<file path="config.mk">
export PLATFORM = sky130hd
export DESIGN_NAME = ea_calc_unit
export DESIGN_NICKNAME = d
export VERILOG_FILES = /design/src/rtl/ea_pkg.sv /design/src/rtl/ea_operand_sel.sv /design/src/rtl/ea_adder.sv /design/src/rtl/ea_cost_seg.sv /design/src/rtl/ea_calc_unit.sv
export SDC_FILE = /design/constraint.sdc
export NUM_CORES = 1
export LEC_CHECK = 0
export ABC_AREA = 1
export CORE_ASPECT_RATIO = 0.75
export CORE_UTILIZATION = 45
export DETAILED_ROUTE_END_ITERATION = 10
export PLACE_DENSITY_LB_ADDON = 0.08
export SYNTH_ARGS = -nofsm -noshare
export SYNTH_HDL_FRONTEND = slang
export SYNTH_SLANG_ARGS = --single-unit
</file>
<file path="constraint.sdc">
create_clock -name clk -period 1.7 [get_ports clk]
set_clock_uncertainty 0.05 [all_clocks]
set_input_delay 0.425 -clock clk [delete_from_list [all_inputs] [get_ports clk]]
set_output_delay 0.425 -clock clk [all_outputs]
set_load 0.01 [all_outputs]
</file>
<file path="src/rtl/ea_pkg.sv">
package ea_pkg;
   typedef enum logic [2:0] {
      M_DIRECT = 3'd0,
      M_ONE    = 3'd1,
      M_ONEDSP = 3'd2,
      M_PAIR   = 3'd3,
      M_PAIRDS = 3'd4,
      M_TABLE  = 3'd5
   } ea_mode_e;

   localparam logic [2:0] RC_BX = 3'd3;
   localparam logic [2:0] RC_BP = 3'd5;
   localparam logic [2:0] RC_SI = 3'd6;
   localparam logic [2:0] RC_DI = 3'd7;

   localparam logic [1:0] SEG_SS = 2'd2;
   localparam logic [1:0] SEG_DS = 2'd3;

   localparam int C_DIRECT   = 6;
   localparam int C_ONE      = 5;
   localparam int C_ONEDSP   = 9;
   localparam int C_PAIR     = 7;
   localparam int C_PAIRDS   = 11;
   localparam int C_TABLE    = 11;
   localparam int C_SLOWPEN  = 1;
   localparam int C_OVERRIDE = 2;
   localparam int C_MAX      = C_PAIRDS + C_SLOWPEN + C_OVERRIDE;
endpackage

</file>
<file path="src/rtl/ea_operand_sel.sv">
module ea_operand_sel
   import ea_pkg::*;
#(
   parameter int ADDR_W = 16
) (
   input  logic [2:0]        mode,
   input  logic [2:0]        rega,
   input  logic [2:0]        regb,
   input  logic [ADDR_W-1:0] bx,
   input  logic [ADDR_W-1:0] bp,
   input  logic [ADDR_W-1:0] si,
   input  logic [ADDR_W-1:0] di,
   input  logic [7:0]        al,
   input  logic [ADDR_W-1:0] disp,
   input  logic              disp8,
   output logic [ADDR_W-1:0] op_a,
   output logic [ADDR_W-1:0] op_b,
   output logic [ADDR_W-1:0] op_c,
   output logic              illegal,
   output logic              uses_bp,
   output logic              fast_pair
);
   localparam int EXT_W = ADDR_W - 8;

   logic [ADDR_W-1:0] disp_x;
   logic [ADDR_W-1:0] single_val;
   logic              single_ok;
   logic              base_ok;
   logic              index_ok;

   assign disp_x = disp8 ? {{EXT_W{disp[7]}}, disp[7:0]} : disp;

   always_comb begin
      single_ok  = 1'b1;
      single_val = '0;
      unique case (rega)
         RC_BX:   single_val = bx;
         RC_BP:   single_val = bp;
         RC_SI:   single_val = si;
         RC_DI:   single_val = di;
         default: single_ok  = 1'b0;
      endcase
   end

   assign base_ok  = (rega == RC_BX) || (rega == RC_BP);
   assign index_ok = (regb == RC_SI) || (regb == RC_DI);

   always_comb begin
      op_a      = '0;
      op_b      = '0;
      op_c      = '0;
      illegal   = 1'b0;
      uses_bp   = 1'b0;
      fast_pair = 1'b0;
      case (mode)
         M_DIRECT: op_c = disp_x;
         M_ONE, M_ONEDSP: begin
            illegal = !single_ok;
            op_a    = single_val;
            uses_bp = (rega == RC_BP);
            if (mode == M_ONEDSP) op_c = disp_x;
         end
         M_PAIR, M_PAIRDS: begin
            illegal   = !(base_ok && index_ok);
            op_a      = (rega == RC_BP) ? bp : bx;
            op_b      = (regb == RC_DI) ? di : si;
            uses_bp   = (rega == RC_BP);
            fast_pair = (rega == RC_BX && regb == RC_SI) ||
                        (rega == RC_BP && regb == RC_DI);
            if (mode == M_PAIRDS) op_c = disp_x;
         end
         M_TABLE: begin
            op_a = bx;
            op_b = {{EXT_W{1'b0}}, al};
         end
         default: illegal = 1'b1;
      endcase
   end
endmodule

</file>
<file path="src/rtl/ea_adder.sv">
module ea_adder #(
   parameter int ADDR_W    = 16,
   parameter bit ONE_STAGE = 1'b1
) (
   input  logic [ADDR_W-1:0] a,
   input  logic [ADDR_W-1:0] b,
   input  logic [ADDR_W-1:0] c,
   output logic [ADDR_W-1:0] sum
);
   generate
      if (ONE_STAGE) begin : g_flat
         assign sum = a + b + c;
      end else begin : g_split
         logic [ADDR_W-1:0] ab;
         assign ab  = a + b;
         assign sum = ab + c;
      end
   endgenerate
endmodule

</file>
<file path="src/rtl/ea_cost_seg.sv">
module ea_cost_seg
   import ea_pkg::*;
#(
   parameter int COST_W = 5
) (
   input  logic [2:0]        mode,
   input  logic              uses_bp,
   input  logic              fast_pair,
   input  logic              ovr_en,
   input  logic [1:0]        ovr_seg,
   output logic [COST_W-1:0] cost,
   output logic [1:0]        seg
);
   logic [COST_W-1:0] base_cost;

   always_comb begin
      case (mode)
         M_DIRECT: base_cost = COST_W'(C_DIRECT);
         M_ONE:    base_cost = COST_W'(C_ONE);
         M_ONEDSP: base_cost = COST_W'(C_ONEDSP);
         M_PAIR:   base_cost = fast_pair ? COST_W'(C_PAIR)   : COST_W'(C_PAIR + C_SLOWPEN);
         M_PAIRDS: base_cost = fast_pair ? COST_W'(C_PAIRDS) : COST_W'(C_PAIRDS + C_SLOWPEN);
         M_TABLE:  base_cost = COST_W'(C_TABLE);
         default:  base_cost = '0;
      endcase
   end

   assign cost = base_cost + (ovr_en ? COST_W'(C_OVERRIDE) : '0);
   assign seg  = ovr_en ? ovr_seg : (uses_bp ? SEG_SS : SEG_DS);

   always_comb begin
      if ((mode == M_PAIR) && !ovr_en)
         a_r5_pair_cost: assert (cost == COST_W'(7) || cost == COST_W'(8));
   end
endmodule

</file>
<file path="src/rtl/ea_calc_unit.sv">
module ea_calc_unit
   import ea_pkg::*;
#(
   parameter int ADDR_W    = 16,
   parameter int COST_W    = 5,
   parameter bit ONE_STAGE = 1'b1
) (
   input  logic              clk,
   input  logic              rst_n,
   input  logic              req_valid,
   output logic              req_ready,
   input  logic [2:0]        req_mode,
   input  logic [2:0]        req_rega,
   input  logic [2:0]        req_regb,
   input  logic [ADDR_W-1:0] req_bx,
   input  logic [ADDR_W-1:0] req_bp,
   input  logic [ADDR_W-1:0] req_si,
   input  logic [ADDR_W-1:0] req_di,
   input  logic [7:0]        req_al,
   input  logic [ADDR_W-1:0] req_disp,
   input  logic              req_disp8,
   input  logic              req_ovr_en,
   input  logic [1:0]        req_ovr_seg,
   output logic              rsp_valid,
   input  logic              rsp_ready,
   output logic [ADDR_W-1:0] rsp_ea,
   output logic [1:0]        rsp_seg,
   output logic              rsp_err,
   output logic [COST_W-1:0] rsp_cost
);
   generate
      if (ADDR_W < 9) begin : g_bad_addr_w
         $error("ea_calc_unit: ADDR_W must exceed 8");
      end
      if ((1 << COST_W) <= C_MAX) begin : g_bad_cost_w
         $error("ea_calc_unit: COST_W too narrow for the largest cost");
      end
   endgenerate

   logic [ADDR_W-1:0] op_a, op_b, op_c, sum;
   logic              illegal, uses_bp, fast_pair;
   logic [COST_W-1:0] cost;
   logic [1:0]        seg;
   logic              fire;

   ea_operand_sel #(.ADDR_W(ADDR_W)) u_sel (
      .mode(req_mode), .rega(req_rega), .regb(req_regb),
      .bx(req_bx), .bp(req_bp), .si(req_si), .di(req_di),
      .al(req_al), .disp(req_disp), .disp8(req_disp8),
      .op_a(op_a), .op_b(op_b), .op_c(op_c),
      .illegal(illegal), .uses_bp(uses_bp), .fast_pair(fast_pair)
   );

   ea_adder #(.ADDR_W(ADDR_W), .ONE_STAGE(ONE_STAGE)) u_add (
      .a(op_a), .b(op_b), .c(op_c), .sum(sum)
   );

   ea_cost_seg #(.COST_W(COST_W)) u_cost (
      .mode(req_mode), .uses_bp(uses_bp), .fast_pair(fast_pair),
      .ovr_en(req_ovr_en), .ovr_seg(req_ovr_seg),
      .cost(cost), .seg(seg)
   );

   assign req_ready = !rsp_valid || rsp_ready;
   assign fire      = req_valid && req_ready;

   always_ff @(posedge clk or negedge rst_n) begin
      if (!rst_n) begin
         rsp_valid <= 1'b0;
         rsp_ea    <= '0;
         rsp_seg   <= SEG_DS;
         rsp_err   <= 1'b0;
         rsp_cost  <= '0;
      end else if (req_ready) begin
         rsp_valid <= req_valid;
         if (req_valid) begin
            rsp_err  <= illegal;
            rsp_ea   <= illegal ? '0 : sum;
            rsp_seg  <= illegal ? SEG_DS : seg;
            rsp_cost <= illegal ? '0 : cost;
         end
      end
   end

   a_r11_hold: assert property (@(posedge clk) disable iff (!rst_n)
      rsp_valid && !rsp_ready |=> rsp_valid && $stable(rsp_ea) &&
      $stable(rsp_cost) && $stable(rsp_seg) && $stable(rsp_err));

   a_r11_ready_empty: assert property (@(posedge clk) disable iff (!rst_n)
      !rsp_valid |-> req_ready);

   a_r1_err_forced: assert property (@(posedge clk) disable iff (!rst_n)
      rsp_valid && rsp_err |-> rsp_ea == '0 && rsp_cost == '0 && rsp_seg == SEG_DS);

   a_r1_bad_single: assert property (@(posedge clk) disable iff (!rst_n)
      fire && (req_mode == M_ONE) &&
      (req_rega == 3'd0 || req_rega == 3'd1 || req_rega == 3'd2 || req_rega == 3'd4)
      |=> rsp_valid && rsp_err);

   a_r12_reserved: assert property (@(posedge clk) disable iff (!rst_n)
      fire && (req_mode > 3'd5) |=> rsp_err);

   a_r9_override: assert property (@(posedge clk) disable iff (!rst_n)
      fire && req_ovr_en && (req_mode == M_DIRECT)
      |=> rsp_cost == COST_W'(C_DIRECT + C_OVERRIDE) && rsp_seg == $past(req_ovr_seg));

   a_r2_direct_ea: assert property (@(posedge clk) disable iff (!rst_n)
      fire && (req_mode == M_DIRECT) && !req_disp8 |=> rsp_ea == $past(req_disp));
endmodule

</file>
==> results of run 1 <==
## kinds of logic after synthesis
group,synth area share
compound gates,0.2556
xor+xnor,0.01078
fa+ha+maj,0.1601
buf+inv,0.1289
flops,0.1932
simple gates,0.2513
## metrics by stage
stage | setup slack, ns | util
floorplan | -1.256 | -
global placement | -2.031 | 0.8157
detailed placement | -2.086 | 0.8157
CTS | -1.327 | 0.9537
## Yosys cell counts (all sizes together)
cell type	number	share of area
a32oi	8	0.022
ha	16	0.062
a31oi	3	0.0058
nand3	30	0.052
a211oi	1	0.0023
o22ai	18	0.035
a21o	3	0.0069
nand3b	1	0.0023
or2	1	0.0019
dfstp	2	0.016
nor2	34	0.042
clkbuf	6	0.0069
nand4	5	0.014
and2	1	0.0019
o21a	2	0.0046
o21bai	3	0.0069
nand2	114	0.13
xnor2	4	0.011
o2111ai	1	0.0027
nor3	3	0.0046
buf	8	0.015
inv	92	0.11
a22o	17	0.046
fa	16	0.099
dfrtp	23	0.18
a21oi	39	0.062
o21ai	38	0.062
## what timing repair did
action | 4_1_cts
hold buffers | 0
buffers inserted | 59
pin swaps | 54
setup endpoints to repair | 29
gates resized for setup | 173
gates cloned | 2
==> results summary, run 1 <==
The x dimension of the die came out at 100.1 um. For this run, the register share of the synthesized area comes to 0.1932. The first error in the log reads "[ERROR DPL-0038] Utilization greater than 100%, impossible to legalize". The number of cells produced by synthesis is 489. After the last repair the worst path ends at a sequential cell input. In the global-route stage, repair_timing last flagged the worst endpoint as rsp_ea[9]$_DFFE_PN0P_/D. In this run, CTS created clock tree buffers numbering 3. After detailed placement, the design holds a cell count of 784. The boundary pin count came out at 131.

The synthesized area per cell came out at 6.647 um^2. At the end of routability-driven placement, the weighted congestion stood at 0.9144. The post-synthesis sequential element count came out at 25.

The largest net degree at the start of global routing came out at 26. The number of sinks handled by clock tree synthesis is 25. The number of library cell types mapped by synthesis is 39. Counting along the longest clock path gives a buffer depth of 2. The H-tree level count is 1. The run stopped with a tool error. The cell area that synthesis handed to floorplanning was 0.003251 mm^2. The floorplan step set the die height to 75.61 um.

The count of input and output buffers came out at 130. The cell row count is 26. The effective utilization at floorplan is 0.4713.

Once placement finished, the instance area stood at 0.005625 mm^2. The count of warnings emitted by yosys is 0. The synthesized net count came out at 626. The estimated wirelength of the detail-placed design came out at 10.10 mm.

The flow stopped in global routing (5_1_grt). The clock root buffer is sky130_fd_sc_hd__clkbuf_8.
==> run 2: changes to the inputs <==
CORE_ASPECT_RATIO = not set   (was 0.75)
CORE_UTILIZATION = 35   (was 45)
PLACE_DENSITY_LB_ADDON = 0.15   (was 0.08)
==> run 2 against run 1 <==
  * The flow now finishes, with violations (DRC, setup timing)
  * Area after synthesis is the same
  * Synthesized cell count is the same
==> results summary, run 2 <==
The total via count in the routed design is 4524. Of the cells placed in the final design, the portion with a size suffix greater than 1 is 0.4220. The post-synthesis sequential element count is 25 (unchanged). The tree is rooted in a sky130_fd_sc_hd__clkbuf_8. The ratio of routed vias to standard cells is 5.236.

The placement-stage cell area came out at 0.005738 mm^2 (+2.0%). The min-delay analysis places its worst path in the category in2async. The flow ran to the end, but the final reports show violations. The iteration count of the initial detailed-routing pass came out at 11. Clock latency on the worst-skew pair, taken at its later pin, is 0.26 ns. The worst register-to-register path has a setup slack of 0.19 ns. The total global routing overflow is 0.

The routability congestion estimate came out at 0.8869 (-3.0%). The x dimension of the die is 98.37 um (-1.8%). The via count of the first global-routing pass was 4684.

The die area is 0.009677 mm^2. The data required time at the worst endpoint is 1.83 ns. Based on the critical path, the design can be clocked at up to 333.6 MHz. The effective utilization at floorplan is 0.3674 (-0.1040). The most common cell in the netlist is sky130_fd_sc_hd__nand2_1. The first-pass GRT wire length came out at 22.98 mm. The worst relative slew slack is 0.7777. The count of nets left with antenna violations once routing finished came out at 0.

The sum of negative setup slack is -19.45 ns. The library cell used most frequently in the layout, excluding fill and tap cells, is sky130_fd_sc_hd__clkdlybuf4s50_1. The combined buffer and inverter count along the critical path came out at 6.

The detailed-route DRC error count came out at 6. The setup slack of the critical path after layout came out at -1.297 ns. The number of sinks handled by clock tree synthesis came to 25 (unchanged).

The total CTS buffers came out at 3 (unchanged). Subtracting the final worst setup slack from the clock period gives 2.997 ns. The synthesized area per cell came out at 6.647 um^2 (unchanged).

Entering global routing, the biggest net connects 23 pins. The boundary pin count came to 131 (unchanged). The wire length on met1 is 5.769 mm. The H-tree level count is 1 (unchanged). Tracing the worst setup path back leads to its startpoint at req_mode[1]. The checks that failed: DRC, setup timing. The delay of the slowest critical-path stage is 0.50 ns. The number of buffers on the longest clock path came out at 2 (unchanged). By instance count, the cell type seen most on the critical path is sky130_fd_sc_hd__nand2_1. The number of cells produced by synthesis was 489 (unchanged).

The netlist area before placement came out at 0.003251 mm^2 (unchanged). The post-synthesis sequential area ratio came out at 0.1932 (unchanged). The data arrival time of the critical path is 3.13 ns. The worst voltage drop across the vdd grid came out at 0.3227 mV.

The count of warnings emitted by yosys is 0 (unchanged). After synthesis, the cell types taking the most area are sky130_fd_sc_hd__dfrtp_1 18%, sky130_fd_sc_hd__nand2_1 13%, sky130_fd_sc_hd__inv_1 10%, sky130_fd_sc_hd__fa_1 9.9%, sky130_fd_sc_hd__ha_1 6.2%. After detailed routing, no signal wire sits above met4. The area growth from synthesis to layout came out at 114.9%.

TritonCTS built the clock tree. The number of max-slew violations in the final report is 0. The number of antenna violations at the first check in global routing is 0. The post-layout utilization of the core came out at 0.7893.

Counting the fill cells in the layout gives 591. After detailed routing, the met2 layer carries 7.650 mm of wire. In the detailed route, the total length drawn on met3 is 874 um. The count of input and output buffers is 130 (unchanged). Across every metal layer, demand over resource in global routing totals 0.3031.

The register with the most flip-flops in the layout has 16 of them. The cell area power density is 527.6 mW/mm^2. The largest area contributor in the netlist is sky130_fd_sc_hd__dfrtp_1. Among all stages on the critical path, the largest delay is contributed by sky130_fd_sc_hd__fa_1. The synthesized net count came out at 626 (unchanged). For this run, the leading register cell type out of synthesis is sky130_fd_sc_hd__dfrtp_1. The number of nets in the layout is 894. The cell row count is 34 (+31%). Sorting the synthesized cells by how often they occur yields 112 x sky130_fd_sc_hd__nand2_1, 87 x sky130_fd_sc_hd__inv_1, 37 x sky130_fd_sc_hd__a21oi_1. The top cell types in the final layout, fill and taps aside, are 112 x sky130_fd_sc_hd__clkdlybuf4s50_1, 100 x sky130_fd_sc_hd__buf_4, 92 x sky130_fd_sc_hd__nand2_1, 65 x sky130_fd_sc_hd__inv_1, 40 x sky130_fd_sc_hd__buf_6. The CTS clock-pin slew for the worst setup and hold paths is 0.10 ns.

The post-synthesis async set-or-reset flop share came out at 1.000 (unchanged). After the first detailed-routing iteration, the DRC count stood at 187. The leakage component of the power came out at 0.003304 uW.

In the final layout, the registers with the most flip-flops are rsp_ea x16, rsp_cost x5, rsp_seg x2. The number of antenna cells inserted is 0. The total of max-cap violations is 0. The area inside the core boundary came out at 0.008848 mm^2. The largest fanout of any net on the critical path came out at 6. The finished cells cover 0.006984 mm^2.

STA classifies the critical path startpoint as an input port. The part of the cycle the worst path needs is 1.763. rsp_ea holds more flip-flops than any other register.

Traced cell by cell, the critical path runs through buf_12, nor2_4, nand2_4, nand2_4, a21oi_4, buf_4, buf_4, o22ai_2, a21oi_2, fa_1, inv_2, ha_4, clkinvlp_4, nor3_4, nand2_1, a21oi_2, nor2_2, inv_1, nand2_1, nand3_1, nand2_1. The number of flops mapped to enable cells by yosys is 0 (unchanged). The final setup violation count is 22. The estimated wirelength of the detail-placed design is 10.64 mm (+5.3%). The detail-routed net length per standard cell came out at 17.20 um. Setup repair after global routing could not meet its margin everywhere.

The top-area cell type share of the netlist area is 0.1771 (unchanged). The die height came out at 98.37 um (+30%). The total of hold buffers inserted after clock tree synthesis came out at 0 (unchanged).

The capturing element type of the critical path is a flip-flop. The slew at the pin closest to its max-slew limit came out at 0.3335 ns. The final layout contains routed wiring with a total length of 14.86 mm. The hold violation total from the final report is 0.

By startpoint and endpoint, the worst setup path is classified as in2reg. The startpoint identified for the worst register-to-register timing path is rsp_valid. Broken down by cell family, the worst path's largest delay share belongs to simple AND/OR/NAND/NOR gates. The number of library cell types mapped by synthesis is 39 (unchanged).
run 2: cell counts after synthesis:
Identical to the previous run, type by type.
run 2: stage by stage:
stage | std cells | setup WS (ns) | hold slack (ns) | total power (uW)
final | 864 | -1.297 | 0.3605 | 3685
after CTS | 850 | -1.236 | 0.3603 | 3430
after global routing | 864 | -1.530 | 0.3679 | 3924
after detailed placement | 809 | -2.128 | 0.4228 | 2817
after floorplan | 489 | -1.256 | 0.07941 | 1809
after global placement | 809 | -2.058 | 0.4150 | 2797
run 2: cell type report:
type	instances	area, um^2	share of cell area
sequential	25	628.1	0.08993
timing repair inverter	1	8.758	0.001254
timing repair buffer	276	2708	0.3877
clock inverter	1	7.507	0.001075
inverter	92	401.6	0.05751
multi-input combinational	358	3054	0.4373
clock buffer	3	41.29	0.005912
tap	108	135.1	0.01935
run 2: path summary, 6_finish.rpt:
check | to | cells after the start
worst max-delay path | rsp_ea[15] | 21
worst min-delay path | rsp_err | 1
worst max register to register | rsp_ea[12] | 8
worst min register to register | rsp_ea[11] | 2
max in group asynchronous | rsp_cost[3] | 2
min in group clk | rsp_ea[11] | 2
run 2: power by group:
part           leakage (uW)  internal, uW  switching [uW]  total, uW
Combinational       0.00296          1340            1210       2550
Sequential         0.000322           708            62.0        770
Clock             0.0000217           166             202        368
run 2: worst reg2reg max path, delay by kind of cell (launching register included):
kind	cells	cell delay (ns)
buffers and inverters	2	0.39
AND/OR/NAND/NOR	4	0.49
flip-flops	1	0.38
AO/OA/AOI/OAI	2	0.16
run 2: cells by family after synthesis:
| group | Yosys count | share of synthesized area |
|---|---|---|
| AND/OR/NAND/NOR | 189 | 0.2513 |
| XOR/XNOR | 4 | 0.01078 |
| adder cells (fa/ha/maj) | 32 | 0.1601 |
| AO/OA/AOI/OAI | 133 | 0.2556 |
| flip-flops | 25 | 0.1932 |
| buffers and inverters | 106 | 0.1289 |
run 2: what timing repair did:
action                     in CTS  in global routing
pin swaps                      59                 53
gates cloned                    2                  1
resized for setup             165                 80
setup buffers                  45                 13
setup endpoints to repair      28                 29
run 2: metal layers:
layer / vias to the layer above / track usage
met5: - / 0
met4: 0 / 0.1378
met3: 42 / 0.03937
met2: 193 / 0.5444
met1: 2131 / 0.3591
li1: 2158 / -
(Power assumes the default switching activity.)
